`config.mk`:
```
export PLATFORM = sky130hd
export DESIGN_NAME = ldst_status_timer
export DESIGN_NICKNAME = d
export VERILOG_FILES = /design/src/rtl/ldst_pkg.sv /design/src/rtl/ldst_timer_dp.sv /design/src/rtl/ldst_ctrl.sv /design/src/rtl/ldst_status_timer.sv
export SDC_FILE = /design/constraint.sdc
export NUM_CORES = 1
export LEC_CHECK = 0
export ABC_AREA = 1
export BUFFER_PORTS_ARGS = -buffer_cell sky130_fd_sc_hd__buf_2
export CELL_PAD_IN_SITES_DETAIL_PLACEMENT = 1
export CELL_PAD_IN_SITES_GLOBAL_PLACEMENT = 1
export CORE_AREA = 2 2 56 58
export CTS_BUF_LIST = sky130_fd_sc_hd__clkbuf_2
export DETAILED_ROUTE_END_ITERATION = 12
export DIE_AREA = 0 0 58 60
export HOLD_SLACK_MARGIN = 0.02
export PLACE_DENSITY = 0.85
export SETUP_SLACK_MARGIN = 0.4
export SYNTH_ARGS = -nofsm -noshare
export SYNTH_HDL_FRONTEND = slang
export SYNTH_SLANG_ARGS = --single-unit
```
`constraint.sdc`:
```
create_clock -name clk -period 3.13 [get_ports clk]
set_clock_uncertainty 0.15 [all_clocks]
set_input_delay 0.626 -clock clk [delete_from_list [all_inputs] [get_ports clk]]
set_output_delay 0.626 -clock clk [all_outputs]
set_load 0.02 [all_outputs]
```
`src/rtl/ldst_pkg.sv`:
```
package ldst_pkg;

  typedef enum logic {
    ST_RELEASED = 1'b0,
    ST_ASSERTED = 1'b1
  } detState_t;

  // tgtSel = {detector asserted, power-wake mode}
  typedef struct packed {
    logic       clr;
    logic       inc;
    logic [1:0] tgtSel;
  } tmrStrobe_t;

endpackage

```
`src/rtl/ldst_timer_dp.sv`:
```
module ldst_timer_dp
  import ldst_pkg::*;
#(
  parameter int SET_MS    = 200,
  parameter int CLR_MS    = 3000,
  parameter int PW_SET_MS = 1,
  parameter int PW_CLR_MS = 15000
) (
  input  logic       clk,
  input  logic       rstN,
  input  tmrStrobe_t strobe,
  output logic       lastTick
);

  localparam int MAX_A = (SET_MS > CLR_MS) ? SET_MS : CLR_MS;
  localparam int MAX_B = (PW_SET_MS > PW_CLR_MS) ? PW_SET_MS : PW_CLR_MS;
  localparam int MAX_T = (MAX_A > MAX_B) ? MAX_A : MAX_B;
  localparam int CNT_W = $clog2(MAX_T + 1);
  localparam int NUM_TGT = 4;

  logic [CNT_W-1:0]   count;
  logic [NUM_TGT-1:0] hitVec;

  always_ff @(posedge clk or negedge rstN) begin
    if (!rstN) begin
      count <= '0;
    end else if (strobe.clr) begin
      count <= '0;
    end else if (strobe.inc) begin
      count <= count + 1'b1;
    end
  end

  for (genvar g = 0; g < NUM_TGT; g++) begin : g_hit
    localparam int TGT = (g == 0) ? SET_MS :
                         (g == 1) ? PW_SET_MS :
                         (g == 2) ? CLR_MS : PW_CLR_MS;
    assign hitVec[g] = (count == CNT_W'(TGT - 1));
  end

  assign lastTick = hitVec[strobe.tgtSel];

  assert_no_overflow_R4: assert property (@(posedge clk) disable iff (!rstN)
    count <= CNT_W'(MAX_T - 1));

  assert_clear_restarts_R4: assert property (@(posedge clk) disable iff (!rstN)
    strobe.clr |=> (count == '0));

endmodule

```
`src/rtl/ldst_ctrl.sv`:
```
module ldst_ctrl
  import ldst_pkg::*;
(
  input  logic       clk,
  input  logic       rstN,
  input  logic       enable,
  input  logic       pwMode,
  input  logic       msTick,
  input  logic       aboveSet,
  input  logic       belowClr,
  input  logic       pwAtCeiling,
  input  logic       pwBelowRel,
  input  logic       lastTick,
  output tmrStrobe_t strobe,
  output logic       statusPullEn
);

  detState_t state;
  logic      modePrev;
  logic      modeChg;
  logic      qualCond;
  logic      live;
  logic      fire;

  assign modeChg = (pwMode != modePrev);

  always_comb begin
    if (state == ST_RELEASED) begin
      qualCond = pwMode ? pwAtCeiling : aboveSet;
    end else begin
      qualCond = pwMode ? pwBelowRel : belowClr;
    end
  end

  assign live = enable && !modeChg && qualCond;
  assign fire = live && msTick && lastTick;

  always_comb begin
    strobe.tgtSel = {state == ST_ASSERTED, pwMode};
    strobe.clr    = !live || fire;
    strobe.inc    = live && msTick && !lastTick;
  end

  always_ff @(posedge clk or negedge rstN) begin
    if (!rstN) begin
      state    <= ST_RELEASED;
      modePrev <= 1'b0;
    end else begin
      modePrev <= pwMode;
      if (!enable) begin
        state <= ST_RELEASED;
      end else if (fire) begin
        state <= (state == ST_RELEASED) ? ST_ASSERTED : ST_RELEASED;
      end
    end
  end

  assign statusPullEn = (state == ST_ASSERTED);

  assert_release_on_disable_R7: assert property (@(posedge clk) disable iff (!rstN)
    !enable |=> !statusPullEn);

  assert_change_needs_tick_R10: assert property (@(posedge clk) disable iff (!rstN)
    (enable && (statusPullEn != $past(statusPullEn))) |-> $past(msTick));

  assert_rise_needs_flag_R2: assert property (@(posedge clk) disable iff (!rstN)
    $rose(statusPullEn) |-> $past(pwMode ? pwAtCeiling : aboveSet));

  assert_fall_needs_flag_R3: assert property (@(posedge clk) disable iff (!rstN)
    ($fell(statusPullEn) && $past(enable)) |-> $past(pwMode ? pwBelowRel : belowClr));

  assert_mode_change_holds_R8: assert property (@(posedge clk) disable iff (!rstN)
    (enable && modeChg) |=> $stable(statusPullEn));

endmodule

```
`src/rtl/ldst_status_timer.sv`:
```
module ldst_status_timer
  import ldst_pkg::*;
#(
  parameter int SET_MS    = 200,
  parameter int CLR_MS    = 3000,
  parameter int PW_SET_MS = 1,
  parameter int PW_CLR_MS = 15000
) (
  input  logic clk,
  input  logic rstN,
  input  logic enable,
  input  logic pwMode,
  input  logic msTick,
  input  logic aboveSet,
  input  logic belowClr,
  input  logic pwAtCeiling,
  input  logic pwBelowRel,
  output logic statusPullEn,
  output logic limitReduce
);

  tmrStrobe_t strobe;
  logic       lastTick;

  ldst_ctrl ctrl_i (
    .clk          (clk),
    .rstN         (rstN),
    .enable       (enable),
    .pwMode       (pwMode),
    .msTick       (msTick),
    .aboveSet     (aboveSet),
    .belowClr     (belowClr),
    .pwAtCeiling  (pwAtCeiling),
    .pwBelowRel   (pwBelowRel),
    .lastTick     (lastTick),
    .strobe       (strobe),
    .statusPullEn (statusPullEn)
  );

  ldst_timer_dp #(
    .SET_MS    (SET_MS),
    .CLR_MS    (CLR_MS),
    .PW_SET_MS (PW_SET_MS),
    .PW_CLR_MS (PW_CLR_MS)
  ) dp_i (
    .clk      (clk),
    .rstN     (rstN),
    .strobe   (strobe),
    .lastTick (lastTick)
  );

  always_ff @(posedge clk or negedge rstN) begin
    if (!rstN) begin
      limitReduce <= 1'b0;
    end else begin
      limitReduce <= enable && pwMode;
    end
  end

  assert_limit_on_R9: assert property (@(posedge clk) disable iff (!rstN)
    (enable && pwMode) |=> limitReduce);

  assert_limit_off_R9: assert property (@(posedge clk) disable iff (!rstN)
    !(enable && pwMode) |=> !limitReduce);

endmodule

```
# ---- Word-level counts from Yosys, hierarchy flattened
# Index checks and enable logic that the tools add are counted.
dict set report word_totals {
  register_bits 17
  in_bits 9
  output_inout_bits 2
  word_cells 33
}
dict set report op_classes {
  n_addsub 1
  order_cmp 1
  n_eq_ne 5
  n_mux 10
  reduce_logical 12
}
# cell count
set op_table {}
lappend op_table {{2-to-1 mux 14 bit} 2}
lappend op_table {{adder 14 x 1 -> 14 bit, second input constant} 1}
lappend op_table {{equality test 14 x 12 -> 1 bit, second input constant} 1}
lappend op_table {{equality test 14 bit, second input constant} 1}
lappend op_table {{equality test 14 x 8 -> 1 bit, second input constant} 1}
lappend op_table {{zero test 14 bit} 1}
lappend op_table {{2-to-1 mux 1 bit} 7}
lappend op_table {{logical AND 1 bit} 6}
lappend op_table {{zero test 1 bit} 3}
lappend op_table {{less-than comparator 2 x 3 -> 1 bit, second input constant} 1}
lappend op_table {{binary-select mux 1 bit (select 2 bit)} 1}
lappend op_table {{inequality test 2 x 1 -> 1 bit, second input constant} 1}
lappend op_table {{nonzero test 2 bit} 1}
lappend op_table {{logical OR 1 bit} 1}
lappend op_table {{inequality test 1 bit} 1}

# ---- Logic depth before layout (Yosys ltp)
dict set report depth {
  depth_word 8
  mapped_depth 11
}

# ---- Hierarchy
# Synthesis repeated with hierarchy kept, for this count alone.
dict set report unflattened {
  cells_unflattened 166
  hier_area_um2 1147.4
}
# mod instances cells_each area_per_inst_um2 seq_area_each_um2
set modules_own_cells {}
lappend modules_own_cells {ldst_timer_dp 1 131 924.6 350.3}
lappend modules_own_cells {ldst_ctrl 1 32 190.2 50.0}
lappend modules_own_cells {ldst_status_timer 1 3 32.5 25.0}

# ---- Worst setup path before layout
# OpenSTA, ideal clock, no wires.
dict set report synth_timing {
  path_type {input -> register}
  from {in pwMode}
  to {reg dp_i.count[6]}
  setup_ns 0.118
  arrival_time_ns 1.316
  required_ns 2.862
  path_slack_ns 1.546
  cell_stages 8
  path_cell_list {inv_2 -> o21ai_2 -> nor2_2 -> nand2_2 -> nor2_4 -> nand3_4 -> nand2_4 -> nor2_1}
}
dict set report synth_between {
  elab_chain_len 8
  elab_cells_between_ends 17
  cone_classes {eq/ne (1); mux (6); reduce/logical (10)}
}
# item line
set synth_lines {}
lappend synth_lines {{start, declared} ldst_status_timer.sv:12} ;# input logic pwMode,
lappend synth_lines {{inequality test 1 bit} ldst_ctrl.sv:25} ;# assign modeChg = (pwMode != modePrev);
lappend synth_lines {{zero test 1 bit} ldst_ctrl.sv:35} ;# assign live = enable && !modeChg && qualCond;
lappend synth_lines {{logical AND 1 bit (2 in series)} ldst_ctrl.sv:35}
lappend synth_lines {{logical AND 1 bit} {ldst_ctrl.sv:36, ldst_ctrl.sv:41}}
lappend synth_lines {{logical AND 1 bit} ldst_ctrl.sv:36} ;# assign fire = live && msTick && lastTick;
lappend synth_lines {{logical OR 1 bit} ldst_ctrl.sv:40} ;# strobe.clr = !live || fire;
lappend synth_lines {{2-to-1 mux 14 bit / nonzero test 2 bit (equally long branches)} n/a}
lappend synth_lines {{end signal, assigned} ldst_timer_dp.sv:30} ;# count <= count + 1'b1;
lappend synth_lines {{end, declared} ldst_timer_dp.sv:21} ;# logic [CNT_W-1:0] count;
# Several ways; a longest one is shown, not always the timed one. The select of a mux whose other input is x is not followed.
# A chain may end at the register's enable or synchronous reset.

# ---- Worst setup path after layout
dict set report layout_timing {
  from {reg dp_i.count[1]}
  to {reg dp_i.count[12]}
}
dict set report layout_between {
  elab_chain_len 6
  elab_cells_between_ends 14
  cone_classes {add/sub (1); eq/ne (3); mux (4); reduce/logical (6)}
}
# item
set layout_lines {}
lappend layout_lines {{parallel branches: the longest is 6 deep, another holds adder 14 x 1 -> 14 bit}}
# Several ways; the timed one is not identified. The select of a mux whose other input is x is not followed.

==> impl_metrics.py <==
metrics = {
    "finish": {
        "design_area_mm2": 0.00136,
        "nets": 220,
        "stdcell_count": 241,
        "final_util": 0.468,
        "n_antenna_cell": 0,
        "area_growth_pct": 7.10,
        "layout-drive-gt1-share": 0.125,
    },
    "sta": {
        "timing.final.ws_setup_ps": 1190,
        "worst_slew_pin_slew_ps": 400,
        "hold_violations": 0,
        "clock.fmax_ghz": 0.515,
        "rsz0062_at_grt": "false",
        "fin_crit_ps": 1940,
        "slew-limit-headroom": 0.733,
        "setup_viol": 0,
        "final.setup.tns_ps": 0,
        "hold_slack_ps": 72.9,
        "fin_crit_sh": 0.621,
        "final_max_slew_viol_count": 0,
    },
    "setup_path": {
        "crit_chain": "ha_1 > nand2_1 > inv_1 > nand2_1 > nor2_1 > nand3_1 > nand2_1 > nand2_1 > nand4_1 > nand2_1",
        "arrival_ps": 2000,
        "worst_path_largest_cell_delay_ps": 450,
        "cp-end-kind": "register",
        "reg2reg_to": "dp_i.count[12]$_DFFE_PN0P_",
        "r2r_slack_ps": 1190,
        "slowest_stage": "dfrtp_1",
        "crit_path_frequent_cell": "nand2_1",
        "start_kind": "register",
        "worst-path-max-fanout": 5,
        "crit_type": "register to register",
        "reg2regPathDepth": 10,
        "regToRegStartpoint": "dp_i.count[1]$_DFFE_PN0P_",
        "crit_required_ps": 3190,
    },
    "power_and_ir_drop": {
        "fin_total_pwr_uw": 376,
        "p_switching_uw": 107,
        "pwr-share-clk": 0.278,
        "switching_share": 0.283,
        "p_leak_nw": 0.703,
        "power_frac_seq": 0.595,
        "p_int_uw": 270,
        "comb_power_share": 0.127,
        "vdd_drop_max_v": 0.000210,
        "power_density_mw_per_mm2": 277,
    },
    "yosys": {
        "yosys.area.top_type": "dfrtp_1",
        "synth_fp_nets": 208,
        "async_flop_share": 1.00,
        "avgSynthCellArea_um2": 6.44,
        "synth_top_area_frac": 0.335,
        "ys_types": 23,
        "ys_seq_area_frac": 0.335,
        "ys_seq_elements": 17,
        "synth_edf_count": 0,
        "yosysMostFrequentCell": "nand2_1",
        "yosys_warnings": 0,
        "synthFlopType": "dfrtp_1",
        "mappedNetlistArea_mm2": 0.00127,
        "synth_top_cells_by_area": "dfrtp_1, nand2_1, nor2_1",
        "synth.cells.most_frequent": "nand2_1, nor2_1, inv_1, dfrtp_1, nand3_1",
        "syn_inst": 197,
    },
    "placement": {
        "place_area_mm2": 0.00134,
        "post-place-ws_ps": 1050,
        "hpwl_um": 2690,
        "gp_congestion": 0.920,
        "dp.cells": 237,
        "port_buffers": 10,
    },
    "floorplan": {
        "start_util": 0.437,
        "design.die.area_mm2": 0.00348,
        "core_mm2": 0.00290,
        "fp-row-count": 20,
        "die_height_um": 60,
        "fp.dieW_um": 58,
        "boundaryPins": 11,
    },
    "clock_tree": {
        "cts_buffers": 3,
        "postCtsResizedCells": 0,
        "clock-sinks": 17,
        "insertion_delay_ps": 290,
        "holdBufCountCts": 0,
        "tritoncts": "yes",
        "cts.clk_slew.worst_paths_ps": 180,
        "post-cts-setup-buffer-count": 0,
        "cts_buffer_depth": 2,
        "root_buffer": "clkbuf_2",
        "cts_max_level": 1,
    },
    "detailed_routing": {
        "wire_per_inst_um": 13.6,
        "wl_um": 3290,
        "vias": 1269,
        "drtPass1Iterations": 4,
        "drc": 0,
        "antenna_left": 0,
        "drt_iter0_drc": 25,
        "via_per_inst": 5.27,
    },
    "global_routing": {
        "grt_pass1_vias": 1406,
        "grtUsageTotal": 0.226,
        "grt_pass1_wl_um": 6030,
        "grt_remaining_overflow": 0,
        "antenna_found_initial": 0,
        "grt_max_degree": 18,
    },
    "flow_run": {
        "drv_cap": 0,
    },
    "worst_hold_path": {
        "worstHoldPathType": "input port to async pin",
    },
    "status": {
        "status": "completed",
    },
}
how the worst max path moves through the flow:
stage	end	startpoint	cells past startpoint	slack, ps
after detailed placement	dp_i.count[2]$_DFFE_PN0P_	pwMode	9	1050
final	dp_i.count[12]$_DFFE_PN0P_	dp_i.count[1]$_DFFE_PN0P_	10	1190
after global placement	dp_i.count[2]$_DFFE_PN0P_	pwMode	9	1150
after global routing	dp_i.count[12]$_DFFE_PN0P_	dp_i.count[1]$_DFFE_PN0P_	10	1060
after floorplan	dp_i.count[6]$_DFFE_PN0P_	pwMode	8	1550
after CTS	dp_i.count[12]$_DFFE_PN0P_	dp_i.count[1]$_DFFE_PN0P_	10	1180
registers in the layout, indices dropped and copies added, names as in the netlist:
name,cells
ctrl_i.statusPullEn,1
limitReduce,1
ctrl_i.modePrev,1
dp_i.count,14
worst max-delay path, delay by kind of cell, from the launching register on:
family	cells	cell delay, ps
flops	1	450
buf+inv	1	160
simple gates	8	840
fa+ha+maj	1	260
kinds of logic (layout without fill, tap and decap cells):
| family | after synthesis | in the layout | synth area share |
|---|---|---|---|
| AOI/OAI and AO/OA | 3 | 3 | 0.0187 |
| xor gates and xnor gates | 2 | 2 | 0.0138 |
| adders and majority gates | 2 | 2 | 0.0197 |
| DFF | 17 | 17 | 0.335 |
| buffers and inverters | 34 | 45 | 0.108 |
| and+or+nand+nor | 139 | 139 | 0.504 |
layout make-up:
type                       count  area [um2]
timing repair buffer          10        50.0
clock buffer                   4        20.0
multi-input combinational    146         706
inverter                      31         116
fill                         401        1540
tap                           33        41.3
sequential                    17         425
power groups by stage:
stage	clock network [mW]	registers [mW]	logic, mW
floorplan	0	0.229	0.0283
global placement	0	0.228	0.0468
detailed placement	0	0.228	0.0486
CTS	0.110	0.224	0.0487
global route	0.118	0.225	0.0549
finish	0.104	0.224	0.0478
metal layers:
metal  vias to the layer above  routed length, um  track usage
met2                        12               1690        0.419
met4                         0                 62       0.0731
met3                         6                 45       0.0281
met5                         -                  0            0
li1                        632                  -            -
met1                       619               1490        0.272
placed cells by master (no fill, tap or decap), drive strengths merged:
cell    count
inv        31
buf        10
nor2       35
nor3        2
xor2        2
nand2      69
and2        1
nand4      12
ha          2
o21ai       1
clkbuf      4
o21bai      2
nand3      19
nand3b      1
dfrtp      17
Note: power is estimated with default switching activity, not from simulation.
